--- src/rtl/mdio_pkg.sv ---
package mdio_pkg;
  localparam int unsigned FRAME_BITS = 64;
  localparam int unsigned TA_FIRST   = 46;
  localparam int unsigned DATA_FIRST = 48;

  localparam logic [7:0] OFF_MODE  = 8'h40;
  localparam logic [7:0] OFF_ADDR  = 8'h44;
  localparam logic [7:0] OFF_WDATA = 8'h48;
  localparam logic [7:0] OFF_RDATA = 8'h4C;
  localparam logic [7:0] OFF_CMD   = 8'h50;

  typedef struct packed {
    logic        ext;
    logic [1:0]  code;
    logic [4:0]  port;
    logic [4:0]  sel;
    logic [15:0] wdata;
  } mdio_req_t;

  function automatic logic req_is_read(mdio_req_t r);
    return r.ext ? r.code[1] : ~r.code[0];
  endfunction

  function automatic logic [FRAME_BITS-1:0] build_frame(mdio_req_t r);
    logic [1:0] st, op, ta;
    logic [15:0] pay;
    st  = r.ext ? 2'b00 : 2'b01;
    op  = r.ext ? {r.code[1], r.code[1] | r.code[0]} : (r.code[0] ? 2'b01 : 2'b10);
    ta  = req_is_read(r) ? 2'b11 : 2'b10;
    pay = req_is_read(r) ? 16'hFFFF : r.wdata;
    return {32'hFFFF_FFFF, st, op, r.port, r.sel, ta, pay};
  endfunction
endpackage

--- src/rtl/mdio_regs.sv ---
module mdio_regs
  import mdio_pkg::*;
(
  input  logic        clk_i,
  input  logic        rst_ni,
  input  logic [7:0]  addr_i,
  input  logic        we_i,
  input  logic [31:0] wdata_i,
  output logic [31:0] rdata_o,
  input  logic        busy_i,
  input  logic        rd_valid_i,
  input  logic [15:0] rd_data_i,
  output logic        start_o,
  output mdio_req_t   req_o,
  output logic [1:0]  code_o,
  output logic [15:0] rdq_o
);
  logic        ext_q;
  logic [4:0]  port_q, sel_q;
  logic [15:0] wd_q, rd_q;
  logic [1:0]  code_q;
  logic        cmd_we;

  assign cmd_we  = we_i && (addr_i == OFF_CMD) && !busy_i;
  assign start_o = cmd_we && wdata_i[8];
  assign req_o   = '{ext: ext_q, code: wdata_i[1:0], port: port_q, sel: sel_q, wdata: wd_q};
  assign code_o  = code_q;
  assign rdq_o   = rd_q;

  always_ff @(posedge clk_i or negedge rst_ni) begin
    if (!rst_ni) begin
      ext_q  <= 1'b0;
      port_q <= '0;
      sel_q  <= '0;
      wd_q   <= '0;
      rd_q   <= '0;
      code_q <= '0;
    end else begin
      if (we_i && addr_i == OFF_MODE) ext_q <= wdata_i[8];
      if (we_i && addr_i == OFF_ADDR) begin
        port_q <= wdata_i[12:8];
        sel_q  <= wdata_i[4:0];
      end
      if (we_i && addr_i == OFF_WDATA) wd_q <= wdata_i[15:0];
      if (cmd_we) code_q <= wdata_i[1:0];
      if (rd_valid_i) rd_q <= rd_data_i;
    end
  end

  always_comb begin
    unique case (addr_i)
      OFF_MODE:  rdata_o = {23'b0, ext_q, 8'b0};
      OFF_ADDR:  rdata_o = {19'b0, port_q, 3'b0, sel_q};
      OFF_WDATA: rdata_o = {16'b0, wd_q};
      OFF_RDATA: rdata_o = {16'b0, rd_q};
      OFF_CMD:   rdata_o = {busy_i, 29'b0, code_q};
      default:   rdata_o = '0;
    endcase
  end
endmodule

--- src/rtl/mdio_bitclk.sv ---
module mdio_bitclk #(
  parameter int unsigned DIV = 4
) (
  input  logic clk_i,
  input  logic rst_ni,
  input  logic run_i,
  output logic rise_o,
  output logic fall_o
);
  localparam int unsigned PERIOD = 2 * DIV;
  localparam int unsigned CW     = (PERIOD > 2) ? $clog2(PERIOD) : 1;

  logic [CW-1:0] cnt_q;

  assign rise_o = run_i && (cnt_q == CW'(DIV - 1));
  assign fall_o = run_i && (cnt_q == CW'(PERIOD - 1));

  always_ff @(posedge clk_i or negedge rst_ni) begin
    if (!rst_ni)          cnt_q <= '0;
    else if (!run_i)      cnt_q <= '0;
    else if (fall_o)      cnt_q <= '0;
    else                  cnt_q <= cnt_q + 1'b1;
  end
endmodule

--- src/rtl/mdio_engine.sv ---
module mdio_engine
  import mdio_pkg::*;
#(
  parameter int unsigned DIV = 4
) (
  input  logic        clk_i,
  input  logic        rst_ni,
  input  logic        start_i,
  input  mdio_req_t   req_i,
  output logic        busy_o,
  output logic        mdc_o,
  output logic        mdio_o,
  output logic        mdio_oe_o,
  input  logic        mdio_i,
  output logic        rd_valid_o,
  output logic [15:0] rd_data_o
);
  localparam int unsigned IW = $clog2(FRAME_BITS);

  logic                  busy_q, mdc_q, mdo_q, oe_q, rd_q, rdv_q;
  logic [FRAME_BITS-1:0] sh_q, frame;
  logic [IW-1:0]         idx_q, idx_nxt;
  logic [15:0]           cap_q;
  logic                  rise, fall;

  mdio_bitclk #(.DIV(DIV)) u_bitclk (
    .clk_i  (clk_i),
    .rst_ni (rst_ni),
    .run_i  (busy_q),
    .rise_o (rise),
    .fall_o (fall)
  );

  assign frame   = build_frame(req_i);
  assign idx_nxt = idx_q + 1'b1;

  always_ff @(posedge clk_i or negedge rst_ni) begin
    if (!rst_ni) begin
      busy_q <= 1'b0;
      mdc_q  <= 1'b0;
      mdo_q  <= 1'b1;
      oe_q   <= 1'b0;
      rd_q   <= 1'b0;
      rdv_q  <= 1'b0;
      sh_q   <= '0;
      idx_q  <= '0;
      cap_q  <= '0;
    end else begin
      rdv_q <= 1'b0;
      if (!busy_q) begin
        if (start_i) begin
          busy_q <= 1'b1;
          sh_q   <= frame;
          rd_q   <= req_is_read(req_i);
          idx_q  <= '0;
          mdc_q  <= 1'b0;
          mdo_q  <= frame[FRAME_BITS-1];
          oe_q   <= 1'b1;
        end
      end else begin
        if (rise) begin
          mdc_q <= 1'b1;
          if (idx_q >= IW'(DATA_FIRST)) cap_q <= {cap_q[14:0], mdio_i};
        end
        if (fall) begin
          mdc_q <= 1'b0;
          if (idx_q == IW'(FRAME_BITS - 1)) begin
            busy_q <= 1'b0;
            oe_q   <= 1'b0;
            mdo_q  <= 1'b1;
            rdv_q  <= rd_q;
          end else begin
            idx_q <= idx_nxt;
            sh_q  <= sh_q << 1;
            mdo_q <= sh_q[FRAME_BITS-2];
            oe_q  <= !(rd_q && idx_nxt >= IW'(TA_FIRST));
          end
        end
      end
    end
  end

  assign busy_o     = busy_q;
  assign mdc_o      = mdc_q;
  assign mdio_o     = mdo_q;
  assign mdio_oe_o  = oe_q;
  assign rd_valid_o = rdv_q;
  assign rd_data_o  = cap_q;
endmodule

--- src/rtl/mdio_master.sv ---
module mdio_master
  import mdio_pkg::*;
#(
  parameter int unsigned DIV = 4
) (
  input  logic        clk_i,
  input  logic        rst_ni,
  input  logic [7:0]  reg_addr_i,
  input  logic        reg_we_i,
  input  logic [31:0] reg_wdata_i,
  output logic [31:0] reg_rdata_o,
  output logic        mdc_o,
  output logic        mdio_o,
  output logic        mdio_oe_o,
  input  logic        mdio_i
);
  logic        start, busy, rd_valid;
  logic [15:0] rd_data, rdata_q;
  logic [1:0]  code;
  mdio_req_t   req;

  mdio_regs u_regs (
    .clk_i      (clk_i),
    .rst_ni     (rst_ni),
    .addr_i     (reg_addr_i),
    .we_i       (reg_we_i),
    .wdata_i    (reg_wdata_i),
    .rdata_o    (reg_rdata_o),
    .busy_i     (busy),
    .rd_valid_i (rd_valid),
    .rd_data_i  (rd_data),
    .start_o    (start),
    .req_o      (req),
    .code_o     (code),
    .rdq_o      (rdata_q)
  );

  mdio_engine #(.DIV(DIV)) u_engine (
    .clk_i      (clk_i),
    .rst_ni     (rst_ni),
    .start_i    (start),
    .req_i      (req),
    .busy_o     (busy),
    .mdc_o      (mdc_o),
    .mdio_o     (mdio_o),
    .mdio_oe_o  (mdio_oe_o),
    .mdio_i     (mdio_i),
    .rd_valid_o (rd_valid),
    .rd_data_o  (rd_data)
  );
endmodule

--- config.mk ---
export PLATFORM = sky130hd
export DESIGN_NAME = mdio_master
export DESIGN_NICKNAME = d
export VERILOG_FILES = /design/src/rtl/mdio_pkg.sv /design/src/rtl/mdio_regs.sv /design/src/rtl/mdio_bitclk.sv /design/src/rtl/mdio_engine.sv /design/src/rtl/mdio_master.sv
export SDC_FILE = /design/constraint.sdc
export NUM_CORES = 1
export LEC_CHECK = 0
export BUFFER_PORTS_ARGS = -buffer_cell sky130_fd_sc_hd__buf_2
export CAP_MARGIN = 5
export CORE_ASPECT_RATIO = 0.9
export CORE_MARGIN = 4
export CORE_UTILIZATION = 52
export DETAILED_ROUTE_END_ITERATION = 10
export PLACE_DENSITY = 0.76
export SYNTH_ARGS = -nofsm -noshare
export SYNTH_HDL_FRONTEND = slang
export SYNTH_SLANG_ARGS = --single-unit
export TNS_END_PERCENT = 50
--- constraint.sdc ---
create_clock -name clk_i -period 1.9 [get_ports clk_i]
set_input_delay 0.095 -clock clk_i [delete_from_list [all_inputs] [get_ports clk_i]]
set_output_delay 0.095 -clock clk_i [all_outputs]
set_load 0.005 [all_outputs]
==> impl_metrics.json, run 1 <==
{
  "numCtsBuffers": 17,
  "die_w_um": 122.9,
  "hold_class": "in -> reg",
  "wl_per_cell_um": 17.84,
  "final_common_cell": "dfrtp_1",
  "final_cells": 766,
  "synth_edf_count": 0,
  "core-area_um2": 11530,
  "setup_tns_ns": 0,
  "drcViolationCount": 0,
  "grt_pass1_vias": 4403,
  "status": "finished clean",
  "gr-total-overflow": 0,
  "cts_max_level": 4,
  "drt_wl_total_um": 13660,
  "crit_path_max_fanout": 7,
  "vias": 4420,
  "setup_slack_ns": 0.07345,
  "cp.required_ns": 1.80,
  "die_area_um2": 13680,
  "hp-start": "reg_we_i",
  "grt_usage": 0.2065,
  "gp_congestion": 0.8080,
  "synth.avg_cell_area_um2": 12.03,
  "yosysSeqAreaShare": 0.5636,
  "finalCritPeriodShare": 0.9613,
  "hold_viol_final": 0,
  "cp-end-kind": "primary output",
  "reg2reg_to": "u_engine.sh_q[8]$_DFFE_PN0P_",
  "final.setup_skew_ns": 0.008903,
  "row_count": 37,
  "finalCriticalPeriod_ns": 1.827,
  "initial_core_util": 0.5355,
  "clock.fmax_mhz": 547.5,
  "critical_path_class": "in -> out",
  "fill_cells": 831,
  "grt_first_pass_wirelength_um": 22110,
  "ys_ff_latch": 139,
  "finalNetCount": 646,
  "drt-vias-per-instance": 5.770,
  "holdPathEnd": "u_engine.busy_o$_DFF_PN0_",
  "area_growth_pct": 22.82,
  "crit-reg2reg-launch": "u_engine.u_bitclk.cnt_q[0]$_DFF_PN0_",
  "cts_tree": "yes",
  "drt_iter0_markers": 463,
  "ir_worst_vdd_v": 0.0006215,
  "r2r_cells": 8,
  "reg2reg_slack_ns": 0.08,
  "dp.cells": 715,
  "syn_inst": 513,
  "firstDrtPassIters": 6,
  "grt_max_degree": 52,
  "dieHeight_um": 111.4,
  "crit_arrival_ns": 1.73,
  "synthArstFlopShare": 1.000,
  "dp_hpwl_um": 8639,
  "ant_nets": 0,
  "power_leakage_nw": 3.842,
  "cellPowerDensity_nw_per_um2": 908.8,
  "clock_latency_ns": 0.42,
  "ios": 79,
  "mostFrequentLayoutCells": "137 x dfrtp_1, 57 x nand2_1, 52 x mux2_2, 46 x buf_2, 34 x o22a_1",
  "max_cap_violations": 0,
  "ys_warn_count": 0,
  "hold_depth": 3,
  "p_total_mw": 6.891,
  "clock-root-buffer": "clkbuf_16",
  "cts_num_sinks": 139,
  "final_util": 0.6578,
  "clock_path_buffers": 2,
  "slew_violations": 0,
  "place_ws_ns": -0.01736,
  "synth_ff_type": "dfrtp_1",
  "ys_types": 52,
  "setup_viol_count_final": 0,
  "cts.reportedPaths.clkPinSlew_ns": 0.05,
  "synth.cell_area_um2": 6173,
  "start_kind": "input pin",
  "drive_above_1_share": 0.3131,
  "antenna_found_initial": 1,
  "antenna_cells": 0,
  "io_buffers": 47
}
-- through the flow --
step                      cell area (um2)  hold WS [ns]
after floorplan                      6254       -0.2006
after global placement               6736       0.01412
after CTS                            7528       0.04245
after global routing                 7582       0.05541
final                                7582       0.05246
after detailed placement             6736       0.02000
-- timing repair --
item	in CTS	in global routing
pin swaps	0	2
endpoints found under the hold margin	111	0
setup endpoints to repair	55	68
resized for setup	3	7
cloned	0	2
setup buffers	0	0
hold buffers	17	0
-- worst max-delay path, cell delays in order --
cell and delay [ns]:
buf_2 0.10, or3b_4 0.43, or3b_4 0.41, buf_4 0.15, nor2_2 0.14, buf_6 0.16
a222oi_1 0.07, inv_1 0.07, buf_2 0.11
-- cell type report --
type / count / area (um2) / share of cell area
clock buffer: 19 / 442.9 / 0.05842
clock inverter: 13 / 167.7 / 0.02211
tap: 156 / 195.2 / 0.02574
multi-input combinational: 324 / 2450 / 0.3231
timing repair buffer: 101 / 793.3 / 0.1046
sequential: 139 / 3481 / 0.4591
inverter: 14 / 52.55 / 0.006931
-- routing by layer --
layer | vias up | wire [um] | GRT usage
met2 | 153 | 6486 | 0.3118
li1 | 2013 | - | -
met3 | 19 | 767 | 0.05434
met1 | 2233 | 6200 | 0.2948
met5 | - | 8 | 0
met4 | 2 | 201 | 0.06194
-- cell usage after synthesis (2+ instances only) --
cell / n / area (um2)
mux2i_1: 13 / 130.1
and3_1: 3 / 18.77
ha_1: 5 / 62.56
mux2_2: 52 / 585.6
buf_2: 8 / 40.04
o22ai_1: 2 / 12.51
o22a_1: 34 / 297.8
a221o_1: 2 / 20.02
o21ai_0: 23 / 115.1
dfrtp_1: 138 / 3453
mux2_4: 8 / 120.1
clkbuf_1: 16 / 60.06
nand4_1: 3 / 18.77
a21oi_1: 8 / 40.04
nand2b_1: 4 / 25.02
a22oi_1: 2 / 15.01
nand3_1: 4 / 20.02
a22o_1: 6 / 52.55
buf_4: 21 / 157.7
o31ai_1: 2 / 15.01
nor4_1: 3 / 18.77
o211ai_1: 15 / 112.6
or3_1: 16 / 100.1
and2_1: 3 / 18.77
nor2_1: 10 / 37.54
buf_6: 3 / 33.78
o2bb2a_1: 2 / 20.02
nand2_1: 57 / 214.0
inv_1: 14 / 52.55
nor3_1: 6 / 30.03
a31oi_1: 2 / 12.51
a222oi_1: 7 / 70.07
buf_1: 2 / 7.510
-- flip-flops by register name, indices dropped and copies added (netlist names) --
name,cells
u_engine.mdio_o,1
u_engine.busy_o,1
u_engine.rd_valid_o,1
u_regs.sel_q,5
u_engine.sh_q,63
u_engine.rd_q,1
u_engine.rd_data_o,16
u_regs.ext_q,1
u_regs.rdq_o,16
u_engine.u_bitclk.cnt_q,3
u_engine.mdio_oe_o,1
u_regs.port_q,5
u_engine.mdc_o,1
u_regs.wd_q,16
u_engine.idx_q,6
u_regs.code_o,2
-- cell families after synthesis --
group,count (synthesis),share of synthesized area
adder cells (fa/ha/maj),5,0.01013
multiplexers,73,0.1354
AO/OA/AOI/OAI,113,0.1372
other,1,0.0006074
flip-flops,139,0.5636
AND/OR/NAND/NOR,118,0.09607
buffers and inverters,64,0.05695
-- report_power, final --
part | switching [mW] | total, mW | internal, mW
combinational | 0.205 | 0.384 | 0.179
sequential | 0.0730 | 3.13 | 3.06
clock | 1.27 | 3.38 | 2.11
-- worst max-delay path by stage --
stage	startpoint	endpoint	slack (ns)
2_1_floorplan	u_engine.u_bitclk.cnt_q[0]$_DFF_PN0_	u_engine.sh_q[32]$_DFFE_PN0P_	0.01
3_3_place_gp	reg_addr_i[5]	reg_rdata_o[10]	-0.02
3_5_place_dp	reg_addr_i[5]	reg_rdata_o[2]	-0.02
4_1_cts	u_engine.u_bitclk.cnt_q[0]$_DFF_PN0_	u_engine.sh_q[8]$_DFFE_PN0P_	0.005
5_1_grt	u_engine.u_bitclk.cnt_q[0]$_DFF_PN0_	u_engine.sh_q[4]$_DFFE_PN0P_	-0.01
6_report	reg_addr_i[5]	reg_rdata_o[10]	0.07
No activity file was read; power rests on OpenSTA's default activity.
==> run 2, diff against run 1 <==
--- a/config.mk
+++ b/config.mk
@@ -7,12 +7,13 @@
 export LEC_CHECK = 0
 export BUFFER_PORTS_ARGS = -buffer_cell sky130_fd_sc_hd__buf_2
 export CAP_MARGIN = 5
+export CELL_PAD_IN_SITES_DETAIL_PLACEMENT = 0
+export CELL_PAD_IN_SITES_GLOBAL_PLACEMENT = 2
 export CORE_ASPECT_RATIO = 0.9
 export CORE_MARGIN = 4
-export CORE_UTILIZATION = 52
+export CORE_UTILIZATION = 35
 export DETAILED_ROUTE_END_ITERATION = 10
-export PLACE_DENSITY = 0.76
+export PLACE_DENSITY_LB_ADDON = 0.1
 export SYNTH_ARGS = -nofsm -noshare
 export SYNTH_HDL_FRONTEND = slang
 export SYNTH_SLANG_ARGS = --single-unit
-export TNS_END_PERCENT = 50
==> run 2 against run 1 <==
  * Register-to-register slack better by 0.02 ns
  * Sequential power is essentially flat
  * Wire length increased by 6.3%
  * Cell count increased by 12%
  * Combinational power increased by 6.5%
  * Critical path depth shrank 2
==> impl_metrics.json, run 2 (synthesis results as in run 1) <==
{
  "drcViolationCount": 0,
  "drt-vias-per-instance": 4.991,
  "antenna_found_initial": 1,
  "cts_num_sinks": 139,
  "r2r_cells": 7,
  "critical_path_class": "reg -> reg",
  "top_register": "u_engine.sh_q",
  "rsz0062_at_grt": "no",
  "hold_viol_final": 0,
  "numCtsBuffers": 17,
  "finalCriticalPeriod_ns": 1.802,
  "io_buffers": 47,
  "grt_max_degree": 47,
  "mostFrequentLayoutCells": "137 x dfrtp_1, 57 x nand2_1, 52 x mux2_2, 46 x buf_2, 41 x buf_4",
  "ir_worst_vdd_v": 0.0006003,
  "finalNetCount": 659,
  "crit_arrival_ns": 2.11,
  "vias": 4282,
  "crit_path_end": "u_engine.sh_q[45]$_DFFE_PN0P_",
  "start_kind": "register",
  "status": "finished clean",
  "wl_per_cell_um": 16.92,
  "clock_latency_ns": 0.43,
  "cts_max_level": 4,
  "clock.fmax_mhz": 554.9,
  "crit-reg2reg-launch": "u_engine.u_bitclk.cnt_q[0]$_DFF_PN0_",
  "grt_first_pass_wirelength_um": 23860,
  "clock-root-buffer": "clkbuf_16",
  "reg2reg_to": "u_engine.sh_q[45]$_DFFE_PN0P_",
  "ant_nets": 0,
  "cts.reportedPaths.clkPinSlew_ns": 0.06,
  "crit_path_max_fanout": 34,
  "drt_wl_total_um": 14520,
  "cp-startpoint": "u_engine.u_bitclk.cnt_q[0]$_DFF_PN0_",
  "dieHeight_um": 134.0,
  "grt_pass1_vias": 4350,
  "slew_violations": 0,
  "area_growth_pct": 25.88,
  "core-area_um2": 17120,
  "drive_above_1_share": 0.3307,
  "initial_core_util": 0.3607,
  "final.setup_skew_ns": 0.01012,
  "p_total_mw": 6.791,
  "ios": 79,
  "max_cap_violations": 0,
  "dp_hpwl_um": 9739,
  "finalCritPeriodShare": 0.9485,
  "clock_path_buffers": 2,
  "cts_tree": "yes",
  "drt_iter0_markers": 222,
  "antenna_cells": 0,
  "row_count": 45,
  "final_common_cell": "dfrtp_1",
  "cp-end-kind": "register",
  "largest_reg_flops": 63,
  "die_area_um2": 19830,
  "cp.required_ns": 2.21,
  "hold_class": "in -> reg",
  "gp_congestion": 0.7973,
  "reg2reg_slack_ns": 0.1,
  "gr-total-overflow": 0,
  "hold_depth": 4,
  "cellPowerDensity_nw_per_um2": 873.8,
  "firstDrtPassIters": 6,
  "power_leakage_nw": 3.892,
  "setup_viol_count_final": 0,
  "die_w_um": 148.0,
  "setup_tns_ns": 0,
  "grt_usage": 0.1524
}
run 2: layout make-up:
cell class,count,area [um2]
Timing Repair Buffer,114,904.6
Inverter,14,56.30
Fill cell,1667,9345
Clock inverter,15,155.1
Sequential cell,139,3481
Multi-Input combinational cell,324,2455
Clock buffer,17,425.4
Tap cell,235,294.0
run 2: per-stage QoR:
step / instances / hold slack (ns) / utilization / instance area (um2) / setup WS [ns]
3_5_place_dp: 803 / 0.008659 / 0.4040 / 6915 / -0.02665
5_1_grt: 858 / 0.1313 / 0.4540 / 7771 / 0.003402
3_3_place_gp: 803 / 0.003872 / 0.4040 / 6915 / -0.02327
4_1_cts: 852 / 0.1011 / 0.4498 / 7699 / 0.004786
6_report: 858 / 0.1247 / 0.4540 / 7771 / 0.09782
2_1_floorplan: 527 / -0.2006 / - / 6254 / 0.01030
run 2: repair_timing:
action | CTS | global route
hold buffers | 17 | 0
setup buffers | 0 | 5
pin swaps | 0 | 2
gates resized for setup | 9 | 5
endpoints found under the setup margin | 39 | 68
hold endpoints to repair | 166 | 0
gates cloned | 0 | 1
run 2: worst min-delay path by stage:
stage                   from                              endpoint
2_1_floorplan         rst_ni             u_engine.busy_o$_DFF_PN0_
4_1_cts        reg_addr_i[2]              u_regs.ext_q$_DFFE_PN0P_
5_1_grt        reg_addr_i[2]              u_regs.ext_q$_DFFE_PN0P_
3_3_place_gp          rst_ni  u_engine.u_bitclk.cnt_q[1]$_DFF_PN0_
3_5_place_dp          rst_ni  u_engine.u_bitclk.cnt_q[1]$_DFF_PN0_
6_report            reg_we_i             u_engine.busy_o$_DFF_PN0_
run 2: layer usage:
| layer | part of all wire | vias to the layer above | global-route usage | routed length [um] |
|---|---|---|---|---|
| li1 | - | 2030 | - | - |
| met1 | 0.50 | 2131 | 0.2229 | 7308 |
| met2 | 0.43 | 99 | 0.2166 | 6232 |
| met3 | 0.045 | 20 | 0.04358 | 656 |
| met4 | 0.021 | 2 | 0.05182 | 311 |
| met5 | 0.00076 | - | 0 | 11 |
run 2: power breakdown:
part | internal [mW] | switching [mW] | leakage [nW] | total [mW]
Combinational | 0.196 | 0.212 | 1.79 | 0.409
Sequential | 3.06 | 0.0694 | 1.83 | 3.13
Clock | 1.85 | 1.41 | 0.273 | 3.26
Total | 5.10 | 1.69 | 3.89 | 6.79
run 2: critical path, stage by stage, from the launching register on:
cell and delay [ns]:
dfrtp_1 0.38, ha_1 0.22, ha_2 0.19, and2_4 0.18, o21ai_4 0.08, a21bo_4 0.28
buf_12 0.17, o22a_1 0.19
